[src/rtl/olr_pkg.sv]
`timescale 1ns/1ps
package olr_pkg;
   typedef enum logic {
      WMODE_FIXED = 1'b0,
      WMODE_VAR   = 1'b1
   } wmode_e;

   function automatic int unsigned olr_len_width(input int unsigned win_w);
      return win_w + 2;
   endfunction

   function automatic int unsigned olr_desc_width(input int unsigned win_w);
      return 3 + win_w + olr_len_width(win_w);
   endfunction
endpackage

[src/rtl/olr_gap_counter.sv]
`timescale 1ns/1ps
module olr_gap_counter #(
   parameter int unsigned CNT_W = 12
) (
   input  logic             clk,
   input  logic             rst_n,
   input  logic             trig_i,
   output logic [CNT_W-1:0] gap_o
);
   localparam logic [CNT_W-1:0] GAP_MAX = '1;

   logic [CNT_W-1:0] cnt_q;

   // Reset to the saturated value so the first trigger sees a huge spacing.
   always_ff @(posedge clk or negedge rst_n) begin
      if (!rst_n)              cnt_q <= GAP_MAX;
      else if (trig_i)         cnt_q <= CNT_W'(1);
      else if (cnt_q != GAP_MAX) cnt_q <= cnt_q + CNT_W'(1);
   end

   assign gap_o = cnt_q;

   p_gap_restart_r1: assert property (@(posedge clk) disable iff (!rst_n)
      trig_i |=> (gap_o == CNT_W'(1)));

   p_gap_saturate_r1: assert property (@(posedge clk) disable iff (!rst_n)
      (!trig_i && gap_o == GAP_MAX) |=> (gap_o == GAP_MAX));
endmodule

[src/rtl/olr_len_calc.sv]
`timescale 1ns/1ps
module olr_len_calc
   import olr_pkg::*;
#(
   parameter int unsigned WIN_W  = 8,
   parameter int unsigned CNT_W  = 12,
   parameter bit          EXT_EN = 1'b1,
   localparam int unsigned LEN_W  = olr_len_width(WIN_W),
   localparam int unsigned DESC_W = olr_desc_width(WIN_W)
) (
   input  logic              clk,
   input  logic              rst_n,
   input  logic              trig_i,
   input  logic              back_i,
   input  logic [WIN_W-1:0]  evt_win_i,
   input  logic              var_mode_i,
   input  logic [WIN_W-1:0]  cfg_win_i,
   input  logic [WIN_W-1:0]  cfg_ext_i,
   input  logic [CNT_W-1:0]  gap_i,
   output logic              vld_o,
   output logic [DESC_W-1:0] desc_o
);
   localparam int unsigned SW = LEN_W + 1;

   wmode_e           mode;
   logic [WIN_W-1:0] cur_win;
   logic [WIN_W-1:0] prev_win_q;

   assign mode    = wmode_e'(var_mode_i);
   assign cur_win = (mode == WMODE_VAR) ? evt_win_i : cfg_win_i;

   // ---------------- stage 1: capture trigger context ----------------
   logic             s1_vld, s1_back;
   logic [CNT_W-1:0] s1_gap;
   logic [WIN_W-1:0] s1_win, s1_ref;

   always_ff @(posedge clk or negedge rst_n) begin
      if (!rst_n) begin
         s1_vld     <= 1'b0;
         s1_back    <= 1'b0;
         s1_gap     <= '0;
         s1_win     <= '0;
         s1_ref     <= '0;
         prev_win_q <= '0;
      end else begin
         s1_vld <= trig_i;
         if (trig_i) begin
            s1_back    <= back_i;
            s1_gap     <= gap_i;
            s1_win     <= cur_win;
            s1_ref     <= (mode == WMODE_VAR) ? prev_win_q : cur_win;
            prev_win_q <= cur_win;
         end
      end
   end

   // ---------------- stage 2: length arithmetic ----------------
   logic                 fresh, clamp;
   logic signed [SW-1:0] diff;
   logic [LEN_W-1:0]     base, ext_add, len;

   assign fresh = (s1_gap >= CNT_W'(s1_ref));
   assign diff  = $signed({3'b000, s1_gap[WIN_W-1:0]})
                + $signed({3'b000, s1_win})
                - $signed({3'b000, s1_ref});
   assign clamp = !fresh && diff[SW-1];

   always_comb begin
      if (fresh)      base = LEN_W'(s1_win);
      else if (clamp) base = '0;
      else            base = diff[LEN_W-1:0];
   end

   generate
      if (EXT_EN) begin : g_ext
         logic [WIN_W-1:0] s1_ext;
         always_ff @(posedge clk or negedge rst_n) begin
            if (!rst_n)      s1_ext <= '0;
            else if (trig_i) s1_ext <= cfg_ext_i;
         end
         assign ext_add = s1_back ? LEN_W'(s1_ext) : '0;
      end else begin : g_no_ext
         logic unused_ext;
         assign unused_ext = ^cfg_ext_i;
         assign ext_add    = '0;
      end
   endgenerate

   assign len = base + ext_add;

   always_ff @(posedge clk or negedge rst_n) begin
      if (!rst_n) begin
         vld_o  <= 1'b0;
         desc_o <= '0;
      end else begin
         vld_o <= s1_vld;
         if (s1_vld) desc_o <= {fresh, s1_back, clamp, s1_win, len};
      end
   end

   // A clamped result can only come from an overlapping (non-fresh) trigger.
   p_clamp_overlap_r5: assert property (@(posedge clk) disable iff (!rst_n)
      (vld_o && desc_o[DESC_W-3]) |-> !desc_o[DESC_W-1]);

   // Without extension a trigger never asks for more than its own window.
   p_len_bound_r4: assert property (@(posedge clk) disable iff (!rst_n)
      (vld_o && !desc_o[DESC_W-2]) |->
         (desc_o[LEN_W-1:0] <= LEN_W'(desc_o[LEN_W+WIN_W-1:LEN_W])));
endmodule

[src/rtl/olr_push_stage.sv]
`timescale 1ns/1ps
module olr_push_stage #(
   parameter int unsigned DESC_W = 21
) (
   input  logic              clk,
   input  logic              rst_n,
   input  logic              vld_i,
   input  logic [DESC_W-1:0] desc_i,
   input  logic              fifo_full_i,
   output logic              push_o,
   output logic [DESC_W-1:0] push_desc_o,
   output logic              ovf_err_o
);
   assign push_o      = vld_i && !fifo_full_i;
   assign push_desc_o = desc_i;

   always_ff @(posedge clk or negedge rst_n) begin
      if (!rst_n)                    ovf_err_o <= 1'b0;
      else if (vld_i && fifo_full_i) ovf_err_o <= 1'b1;
   end

   p_ovf_sticky_r8: assert property (@(posedge clk) disable iff (!rst_n)
      ovf_err_o |=> ovf_err_o);

   p_ovf_cause_r8: assert property (@(posedge clk) disable iff (!rst_n)
      $rose(ovf_err_o) |-> $past(fifo_full_i));
endmodule

[src/rtl/olap_readout_len.sv]
`timescale 1ns/1ps
module olap_readout_len
   import olr_pkg::*;
#(
   parameter int unsigned WIN_W  = 8,
   parameter int unsigned CNT_W  = 12,
   parameter bit          EXT_EN = 1'b1,
   localparam int unsigned DESC_W = olr_desc_width(WIN_W)
) (
   input  logic              clk,
   input  logic              rst_n,
   input  logic              trig_i,
   input  logic              back_i,
   input  logic [WIN_W-1:0]  evt_win_i,
   input  logic              var_mode_i,
   input  logic [WIN_W-1:0]  cfg_win_i,
   input  logic [WIN_W-1:0]  cfg_ext_i,
   input  logic              fifo_full_i,
   output logic              push_o,
   output logic [DESC_W-1:0] push_desc_o,
   output logic              ovf_err_o
);
   generate
      if (WIN_W < 2)      begin : g_bad_win $error("WIN_W must be at least 2"); end
      if (CNT_W <= WIN_W) begin : g_bad_cnt $error("CNT_W must exceed WIN_W so saturation covers any window"); end
   endgenerate

   logic [CNT_W-1:0]  gap;
   logic              calc_vld;
   logic [DESC_W-1:0] calc_desc;

   olr_gap_counter #(.CNT_W(CNT_W)) u_gap (
      .clk    (clk),
      .rst_n  (rst_n),
      .trig_i (trig_i),
      .gap_o  (gap)
   );

   olr_len_calc #(.WIN_W(WIN_W), .CNT_W(CNT_W), .EXT_EN(EXT_EN)) u_calc (
      .clk        (clk),
      .rst_n      (rst_n),
      .trig_i     (trig_i),
      .back_i     (back_i),
      .evt_win_i  (evt_win_i),
      .var_mode_i (var_mode_i),
      .cfg_win_i  (cfg_win_i),
      .cfg_ext_i  (cfg_ext_i),
      .gap_i      (gap),
      .vld_o      (calc_vld),
      .desc_o     (calc_desc)
   );

   olr_push_stage #(.DESC_W(DESC_W)) u_push (
      .clk         (clk),
      .rst_n       (rst_n),
      .vld_i       (calc_vld),
      .desc_i      (calc_desc),
      .fifo_full_i (fifo_full_i),
      .push_o      (push_o),
      .push_desc_o (push_desc_o),
      .ovf_err_o   (ovf_err_o)
   );

   p_push_after_trig_r7: assert property (@(posedge clk) disable iff (!rst_n)
      trig_i |=> ##1 (push_o || fifo_full_i));

   p_push_needs_trig_r7: assert property (@(posedge clk) disable iff (!rst_n)
      push_o |-> $past(trig_i, 2));
endmodule

[config.mk]
export PLATFORM = sky130hd
export DESIGN_NAME = olap_readout_len
export DESIGN_NICKNAME = d
export VERILOG_FILES = /design/src/rtl/olr_pkg.sv /design/src/rtl/olr_gap_counter.sv /design/src/rtl/olr_len_calc.sv /design/src/rtl/olr_push_stage.sv /design/src/rtl/olap_readout_len.sv
export SDC_FILE = /design/constraint.sdc
export NUM_CORES = 1
export LEC_CHECK = 0
export ABC_AREA = 1
export CAP_MARGIN = 5
export CORE_ASPECT_RATIO = 2
export CORE_MARGIN = 10
export CORE_UTILIZATION = 45
export DETAILED_ROUTE_END_ITERATION = 8
export DONT_BUFFER_PORTS = 1
export PLACE_DENSITY_LB_ADDON = 0.2
export SYNTH_ARGS = -nofsm -noshare
export SYNTH_HDL_FRONTEND = slang
export SYNTH_HIERARCHICAL = 1
export SYNTH_SLANG_ARGS = --single-unit
[constraint.sdc]
create_clock -name clk -period 4.8 [get_ports clk]
set_clock_uncertainty 0.05 [all_clocks]
set_input_delay 0.72 -clock clk [delete_from_list [all_inputs] [get_ports clk]]
set_output_delay 0.72 -clock clk [all_outputs]
set_load 0.01 [all_outputs]
==> impl_metrics.ini <==
[route]
routed_wl_um = 10920
via_per_inst = 5.006
firstDrtPassIters = 4
first_iter_violations = 160
wl_per_cell_um = 15.85
route.detailed.drc = 0
antenna_left = 0
routed-via-count = 3449

[grt]
grt.overflow.total = 0
grt_pass1_wl_um = 17650
grt_max_degree = 74
antenna_found_initial = 0
grt_usage = 0.1522
grt_pass1_vias = 3555

[layout]
final_layout_size_suffix_gt1_frac = 0.1137
layout_commonest_cell = nand2_1
antenna_cells = 0
final_area_mm2 = 0.004861
stdcell_count = 689
area_growth_pct = 6.090
layout_common_cells = 155 x nand2_1, 84 x inv_1, 61 x dfrtp_1
final_nets = 614
fillerInstances = 1021

[clock_tree]
post_cts_buffers = 0
root_buffer = clkbuf_16
postCtsHoldBufs = 0
cts_buffers = 9
path_clk_slew_ns = 0.06
h-tree-depth = 3
clk_latency_ns = 0.34
cts_tree = done
clockBufferDepth = 2
cts.repair.resized = 0
clkSinkCount = 73

[logic_synthesis]
synth.largest_area_cell = dfrtp_1
synth_edf_count = 0
netlist.area_leader.share = 0.3332
yosysWarningCount = 6
synthCells = 572
yosysSeqAreaShare = 0.4020
synthFlopType = dfrtp_1
ys_ff_latch = 73
synth_top_cells_by_area = dfrtp_1 33%, nand2_1 13%, ha_1 7.1%
avgSynthCellArea_um2 = 8.010
syn_nets = 637
netlist_area_mm2 = 0.004582
yosys.cell_types.count = 39
postSynth.asyncResetShare = 1.000

[critical_path]
slowest_stage = fa_1
start_kind = register
critPathMaxStageDelay_ns = 0.54
timing.rr.start = u_calc/s1_win[6]
path_cells = inv_1 > fa_1 > inv_1 > ha_1 > nand2_1 > nand2_1 > a21oi_1 > nand3_1 > a21oi_1 > a21oi_1 > ha_1 > fa_1 > nand3_1 > nand3_1 > nand2_1 > nand2_1 > a21oi_1 > nor2_1 > o21ai_0 > nand2_1
crit_path_start = u_calc/s1_win[6]
crit_type = register to register
critPathMaxFanout = 5
crit_path_frequent_cell = nand2_1
cp-end-kind = register
crit_required_ns = 4.98
cp.arrival_ns = 4.00

[sta]
tns_ns = 0
hold_slack_ns = 0.01707
maxSlewViolCount = 0
setup_viol_count_final = 0
maxSlewHeadroom = 0.5269
tightestPinTransition_ns = 0.7089
fmax_mhz = 261.6
rsz0062_at_grt = false
min_period_over_period = 0.7962
period_needed_ns = 3.822
hold_viol = 0

[min_path]
hold_class = input pin to async pin

[floorplan]
die_w_um = 91.35
num_rows = 52
start_util = 0.4573
die_h_um = 162.7
fp.dieArea_mm2 = 0.01486
coreArea_mm2 = 0.01002
pin_count = 53

[placed_design]
routabilityCongestion = 0.9014
dp.cells = 673
portBuffers = 0
place_area_mm2 = 0.004534
hpwl_um = 8505

[pwr]
powerDensity_mw_per_mm2 = 439.8
p_leak_nw = 2.411
ir_worst_vdd_v = 0.0002359

[status]
outcome = finished, final reports clean

[run]
max_cap_violations = 0
==> stage by stage <==
step / utilization / setup slack [ns] / total power [mW]
global route: 0.4851 / 0.6668 / 2.287
CTS: 0.4851 / 1.005 / 2.169
global placement: 0.4525 / 1.101 / 1.405
floorplan: - / 1.430 / 1.343
finish: 0.4851 / 0.9781 / 2.138
detailed placement: 0.4525 / 1.035 / 1.421
==> worst max-delay path, delay by kind of cell, from the launching register on <==
| kind | cells | cell delay, ns |
|---|---|---|
| buffers and inverters | 2 | 0.14 |
| adders and majority gates | 4 | 1.50 |
| and+or+nand+nor | 9 | 0.86 |
| AOI/OAI and AO/OA | 5 | 0.76 |
| DFF | 1 | 0.40 |
==> registers in the layout (all words and copies together) (netlist names) <==
name / cells
u_calc/g_ext.s1_ext: 8
u_calc/vld_o: 1
u_calc/s1_gap: 12
u_calc/desc_o: 21
u_gap/gap_o: 12
u_calc/s1_win: 8
u_calc/s1_vld: 1
u_push/ovf_err_o: 1
u_calc/s1_back: 1
u_calc/s1_ref: 8
==> cell usage after synthesis (all sizes together), types with 5 or more instances <==
cell,instances
a21oi,23
a31oi,10
buf,27
clkbuf,8
dfrtp,61
dfstp,12
fa,9
ha,26
inv,86
mux2,9
nand2,161
nand3,23
nand4,6
nor2,41
o21ai,46
o22ai,5
==> area by class of cell <==
cell class              count  area [µm²]  area share
well taps                 135       168.9     0.03475
clock buffers               9       225.2     0.04633
clock inverters             7       101.3     0.02085
repair buffers              1       7.507    0.001544
inverters                  88       331.6     0.06821
flip-flops and latches     73        1842      0.3789
multi-input cells         376        2185      0.4494
==> cell families (layout without fill, tap and decap cells) <==
| kind of cell | after synthesis | count (layout) | synth area share |
|---|---|---|---|
| AND/OR/NAND/NOR | 239 | 239 | 0.2305 |
| AO/OA/AOI/OAI | 87 | 87 | 0.1024 |
| flip-flops | 73 | 73 | 0.4020 |
| multiplexers | 9 | 9 | 0.02212 |
| adder cells (fa/ha/maj) | 35 | 35 | 0.1103 |
| XOR/XNOR | 6 | 6 | 0.01147 |
| buffers and inverters | 123 | 105 | 0.1212 |
==> path summary, 6_finish.rpt <==
kind / endpoint / slack [ns] / depth (start not counted)
max: u_calc/desc_o[6] / 0.98 / 20
min: u_calc/desc_o[11] / 0.02 / 0
max reg2reg: u_calc/desc_o[6] / 0.98 / 20
min reg2reg: u_gap/gap_o[1] / 0.45 / 2
max in group asynchronous: u_gap/gap_o[11] / 4.47 / 0
min in group clk: u_gap/gap_o[1] / 0.36 / 1
==> report_power, final <==
| group | switching [mW] | leakage [nW] | internal [mW] |
|---|---|---|---|
| clock network | 0.276 | 0.153 | 0.459 |
| registers | 0.0844 | 0.874 | 0.697 |
| logic | 0.377 | 1.38 | 0.243 |
==> layer usage <==
metal  vias to the layer above  routed length, µm  GRT usage
met5                         -                  0          0
met4                         0                274    0.06734
met3                        15                577    0.04432
met2                        70               6334     0.3060
met1                      1623               3735     0.1313
li1                       1741                  -          -
(Power assumes the default switching activity.)
